File: config.mk
export PLATFORM = sky130hd
export DESIGN_NAME = half_rate_sync
export DESIGN_NICKNAME = d
export VERILOG_FILES = /design/src/rtl/hrs_pkg.sv /design/src/rtl/hrs_enable_div.sv /design/src/rtl/hrs_sync_chain.sv /design/src/rtl/hrs_change_strobe.sv /design/src/rtl/half_rate_sync.sv
export SDC_FILE = /design/constraint.sdc
export NUM_CORES = 1
export LEC_CHECK = 0
export ABC_AREA = 0
export BUFFER_PORTS_ARGS = -buffer_cell sky130_fd_sc_hd__buf_2
export CAP_MARGIN = 30
export CORE_AREA = 2 2 39 41
export CTS_CLUSTER_DIAMETER = 60
export DETAILED_ROUTE_END_ITERATION = 12
export DIE_AREA = 0 0 41 43
export RECOVER_POWER = 50
export REMOVE_ABC_BUFFERS = 1
export SETUP_SLACK_MARGIN = 0.1
export SLEW_MARGIN = 25
export SYNTH_ARGS = -nofsm -noshare
export SYNTH_HDL_FRONTEND = slang
export SYNTH_SLANG_ARGS = --single-unit
export TNS_END_PERCENT = 100
File: constraint.sdc
create_clock -name clk -period 0.8 [get_ports clk]
set_input_delay 0.04 -clock clk [delete_from_list [all_inputs] [get_ports clk]]
set_output_delay 0.04 -clock clk [all_outputs]
set_load 0.02 [all_outputs]
File: src/rtl/hrs_pkg.sv
package hrs_pkg;

    // Phase of the divide-by-two enable generator.
    typedef enum logic [0:0] {
        PH_REST = 1'b0,
        PH_FIRE = 1'b1
    } phase_e;

    // State of the change-strobe generator.
    typedef enum logic [0:0] {
        SV_QUIET = 1'b0,
        SV_FLAG  = 1'b1
    } strobe_e;

    localparam int unsigned MIN_STAGES = 2;

endpackage

File: src/rtl/hrs_enable_div.sv
module hrs_enable_div
    import hrs_pkg::*;
(
    input  logic clk,
    input  logic rst,
    output logic en
);

    phase_e ph_q;
    phase_e ph_d;

    // State register: falling edge, synchronous reset.
    always_ff @(negedge clk) begin
        if (rst) begin
            ph_q <= PH_REST;
        end else begin
            ph_q <= ph_d;
        end
    end

    // Next-state logic: the two phases alternate.
    always_comb begin
        unique case (ph_q)
            PH_REST: ph_d = PH_FIRE;
            PH_FIRE: ph_d = PH_REST;
            default: ph_d = PH_REST;
        endcase
    end

    // Output logic.
    always_comb begin
        en = (ph_q == PH_FIRE);
    end

    // an enabled edge is always followed by a non-enabled one.
    p_enable_drop_r2: assert property (@(negedge clk) disable iff (rst)
        en |=> !en);

    // a non-enabled edge is always followed by an enabled one.
    p_enable_rise_r2: assert property (@(negedge clk) disable iff (rst)
        !en |=> en);

endmodule

File: src/rtl/hrs_sync_chain.sv
module hrs_sync_chain #(
    parameter int unsigned STAGES = 2
) (
    input  logic clk,
    input  logic rst,
    input  logic en,
    input  logic din,
    output logic dout
);

    localparam int unsigned LAST = STAGES - 1;

    // Bit 0 is the stage that may go metastable. Higher bits give it time to settle.
    logic [LAST:0] stg_q;

    always_ff @(negedge clk) begin
        if (rst) begin
            stg_q <= '0;
        end else if (en) begin
            stg_q <= {stg_q[LAST-1:0], din};
        end
    end

    always_comb begin
        dout = stg_q[LAST];
    end

    // the chain does not move on a non-enabled edge.
    p_hold_idle_r2: assert property (@(negedge clk) disable iff (rst)
        !en |=> $stable(stg_q));

    // on an enabled edge the last stage takes the settled stage before it.
    p_shift_r3: assert property (@(negedge clk) disable iff (rst)
        en |=> (stg_q[LAST] == $past(stg_q[LAST-1])));

    // on an enabled edge the first stage takes the raw input.
    p_capture_r3: assert property (@(negedge clk) disable iff (rst)
        en |=> (stg_q[0] == $past(din)));

endmodule

File: src/rtl/hrs_change_strobe.sv
module hrs_change_strobe
    import hrs_pkg::*;
(
    input  logic clk,
    input  logic rst,
    input  logic lvl,
    output logic flag
);

    strobe_e st_q;
    strobe_e st_d;
    logic    seen_q;

    // State register and the copy of the level from one edge earlier.
    always_ff @(negedge clk) begin
        if (rst) begin
            st_q   <= SV_QUIET;
            seen_q <= 1'b0;
        end else begin
            st_q   <= st_d;
            seen_q <= lvl;
        end
    end

    // Next-state logic.
    always_comb begin
        unique case (st_q)
            SV_QUIET: st_d = (lvl != seen_q) ? SV_FLAG : SV_QUIET;
            SV_FLAG:  st_d = (lvl != seen_q) ? SV_FLAG : SV_QUIET;
            default:  st_d = SV_QUIET;
        endcase
    end

    // Output logic.
    always_comb begin
        flag = (st_q == SV_FLAG);
    end

    // the flag is raised only on an edge where the level had just changed.
    p_flag_cause_r6: assert property (@(negedge clk) disable iff (rst)
        $rose(flag) |-> (seen_q != $past(seen_q)));

endmodule

File: src/rtl/half_rate_sync.sv
module half_rate_sync #(
    parameter int unsigned STAGES = 2
) (
    input  logic clk,
    input  logic rst,
    input  logic async_in,
    output logic sync_out,
    output logic sync_valid
);

    logic stage_en;
    logic lvl;

    hrs_enable_div u_div (
        .clk (clk),
        .rst (rst),
        .en  (stage_en)
    );

    hrs_sync_chain #(
        .STAGES (STAGES)
    ) u_chain (
        .clk  (clk),
        .rst  (rst),
        .en   (stage_en),
        .din  (async_in),
        .dout (lvl)
    );

    hrs_change_strobe u_strobe (
        .clk  (clk),
        .rst  (rst),
        .lvl  (lvl),
        .flag (sync_valid)
    );

    always_comb begin
        sync_out = lvl;
    end

    initial begin
        a_depth_r3: assert (STAGES >= hrs_pkg::MIN_STAGES)
            else $error("synchronizer needs at least two stages");
    end

    // outputs are clear on the first edge after reset is released.
    p_reset_clear_r1: assert property (@(negedge clk) disable iff (rst)
        $fell(rst) |-> (!sync_out && !sync_valid));

    // a change of the output is never undone on the next edge.
    p_no_glitch_r7: assert property (@(negedge clk) disable iff (rst)
        (!$past(rst) && (sync_out != $past(sync_out))) |=> (sync_out == $past(sync_out)));

    // every change of the output is flagged on the following edge.
    p_flag_follows_r6: assert property (@(negedge clk) disable iff (rst)
        (!$past(rst) && (sync_out != $past(sync_out))) |=> sync_valid);

    // the flag lasts a single cycle.
    p_flag_single_r6: assert property (@(negedge clk) disable iff (rst)
        sync_valid |=> !sync_valid);

endmodule

==> impl_metrics.py <==
metrics = {
    "timing": {
        "setup_viol": 2,
        "final.setup_skew_ns": 0.0102,
        "finalHoldViolations": 0,
        "maxSlewHeadroom_pct": 91.4,
        "finalMaxSlewViolations": 0,
        "fin_ws_ns": -0.389,
        "worstMarginPinSlew_ns": 0.125,
        "hold_ws_ns": 0.344,
        "tns_ns": -0.763,
        "rsz0062_at_grt": "true",
    },
    "global_route": {
        "grt-ovfl-total": 0,
        "grt_pass1_wl_um": 655,
        "grtUsageTotal_pct": 7.02,
        "grt_pass1_vias": 189,
        "grt_start_max_net_pins": 6,
        "antenna_found_initial": 0,
    },
    "worst_setup_path": {
        "cp_data_required_time_ns": 0.76,
        "crit_slowest_cell": "dfxtp_2",
        "worstPathArrival_ns": 1.15,
        "path_buf_inv": 1,
        "critPathTopFamily": "flip-flops",
        "crit_path_max_fanout": 2,
        "cp-start-kind": "register",
        "worstPathCellList": "buf_6",
        "crit_type": "register to primary output",
        "cpPeakStageDelay_ns": 0.33,
        "endpoint_kind": "primary output",
    },
    "synth": {
        "synthXorXnorAreaFrac_pct": 5.69,
        "netlist_top_cells_count": "dfxtp_1, nor2_1, mux2i_1",
        "syn_inst": 14,
        "synthSimpleGateAreaFrac_pct": 13.8,
        "ys_types": 6,
        "yosys.area.top_type_share_pct": 65.0,
        "avgSynthCellArea_um2": 11.0,
        "async_flop_share_pct": 0,
        "synth-compound-area-share_pct": 0,
        "synth_top_area_cell": "dfxtp_1",
        "synth_edf_count": 0,
        "synth_area_um2": 154,
        "synth_area_leaders": "dfxtp_1, mux2i_1, nor2_1, xnor2_1, nor2b_1",
        "yosysMostFrequentCell": "dfxtp_1",
        "synth_top_family_by_area": "simple AND/OR/NAND/NOR gates",
        "ys_seq_area_share_pct": 65.0,
        "synth_warnings": 0,
        "synth_adder_area_share_pct": 0,
        "ys_ff_latch": 5,
        "muxShareOfSynthArea_pct": 13.0,
        "synth_ff_type": "dfxtp_1",
    },
    "detailed_routing": {
        "num_vias": 149,
        "ant_nets": 0,
        "drt_iter0_markers": 0,
        "drcViolationCount": 0,
        "wl_per_cell_um": 8.28,
        "dr.pass1.iters": 1,
        "wirelength_um": 356,
        "viasPerCell": 3.47,
    },
    "cells_and_area": {
        "multi_input_area_um2": 57.6,
        "final_net_count": 31,
        "syn2layout_area_growth_pct": 72.4,
        "diodes": 0,
        "seqCellArea_um2": 103,
        "fillers": 168,
        "drive_gt1_share_pct": 40.7,
        "final_util_pct": 19.2,
    },
    "power_and_ir_drop": {
        "power.share.clock_pct": 56.3,
        "power_uw": 693,
        "ir_worst_vdd_uv": 388,
        "pwr_density_cell_mw_per_mm2": 2610,
        "p_leak_nw": 0.133,
        "switching_share_pct": 29.0,
        "p_comb_share_pct": 4.8,
        "switching_power_uw": 201,
        "p_int_uw": 492,
        "p_seq_share_pct": 38.9,
    },
    "cts": {
        "postCtsHoldBufs": 0,
        "tritoncts": "built",
        "cts_buffer_depth": 2,
        "cts-buffers-inserted": 3,
        "cts.sinks": 5,
        "cts_max_level": 1,
        "root_buffer": "clkbuf_4",
        "cts.clk_slew.worst_paths_ns": 0.04,
        "clk_latency_ns": 0.31,
    },
    "placed_design": {
        "routabilityCongestion": 0.540,
        "pre_cts_slack_ns": -0.101,
        "io_buffer_count": 4,
    },
    "die": {
        "pin_count": 5,
        "fp.dieW_um": 41,
        "die_h_um": 43,
        "fp-row-count": 14,
        "coreArea_mm2": 0.00138,
        "initial_utilization_pct": 11.1,
        "dieArea_mm2": 0.00176,
    },
    "outcome": {
        "violations": "setup timing",
        "status": "complete, but fails checks",
    },
    "hold_path": {
        "min_path_type": "input pin to register",
    },
    "job": {
        "cap_violations": 0,
    },
}
-- final cells by class --
cell class	count	area share, %
Clock buffer	3	8.49
Clock inverter	6	8.49
Timing Repair Buffer	5	15.1
Sequential cell	5	38.7
Multi-Input combinational cell	8	21.7
Tap cell	16	7.55
-- power groups by stage --
stage / combinational (mW) / sequential [mW] / clock, mW
after floorplan: 0.0115 / 0.274 / 0.0466
after global placement: 0.0285 / 0.271 / 0.0466
after detailed placement: 0.0285 / 0.271 / 0.0466
after CTS: 0.0368 / 0.270 / 0.399
after global routing: 0.0372 / 0.270 / 0.469
final: 0.0332 / 0.269 / 0.390
-- repair_timing --
item / 4_1_cts / 5_1_grt
endpoints found under the setup margin: 5 / 6
setup buffers: 1 / 0
endpoints found under the hold margin: 0 / 0
resized for setup: 9 / 1
pin swaps: 2 / 1
-- cell families (layout without fill, tap and decap cells) --
logic type    after synthesis  after routing
xor+xnor                    1              1
buf+inv                     1             14
mux                         2              2
flops                       5              5
simple gates                5              5
-- placed cells by master (no fill, tap or decap), drive strengths merged --
cell,instances
buf,5
clkbuf,3
dfxtp,5
inv,6
mux2i,2
nor2,4
nor2b,1
xnor2,1
-- stage by stage --
step,instance area [µm²],instances
after floorplan,154,14
after global placement,201,35
after detailed placement,201,35
after CTS,278,44
after global routing,265,43
final,265,43
-- flip-flops by register name, indices dropped and copies added (netlist names) --
| signal | count |
|---|---|
| u_chain.stg_q | 2 |
| u_div.en | 1 |
| u_strobe.flag | 1 |
| u_strobe.seen_q | 1 |
-- metal layers --
metal | GRT usage, % | vias to the layer above | part of all wire [%]
met2 | 8.75 | 9 | 58
met1 | 3.21 | 67 | 27
met3 | 4.19 | 4 | 6.5
met4 | 16.0 | 0 | 8.1
li1 | - | 69 | -
met5 | 0 | - | 0
-- path summary, 6_finish.rpt --
check                           slack, ns              from  cells past startpoint                to
worst max-delay path                -0.39  u_chain.stg_q[1]                      1          sync_out
worst min-delay path                 0.34               rst                      2     u_strobe.flag
worst min register to register       0.48          u_div.en                      1          u_div.en
worst max register to register       0.05  u_chain.stg_q[1]                      3  u_chain.stg_q[1]
Note: power is estimated with default switching activity, not from simulation.
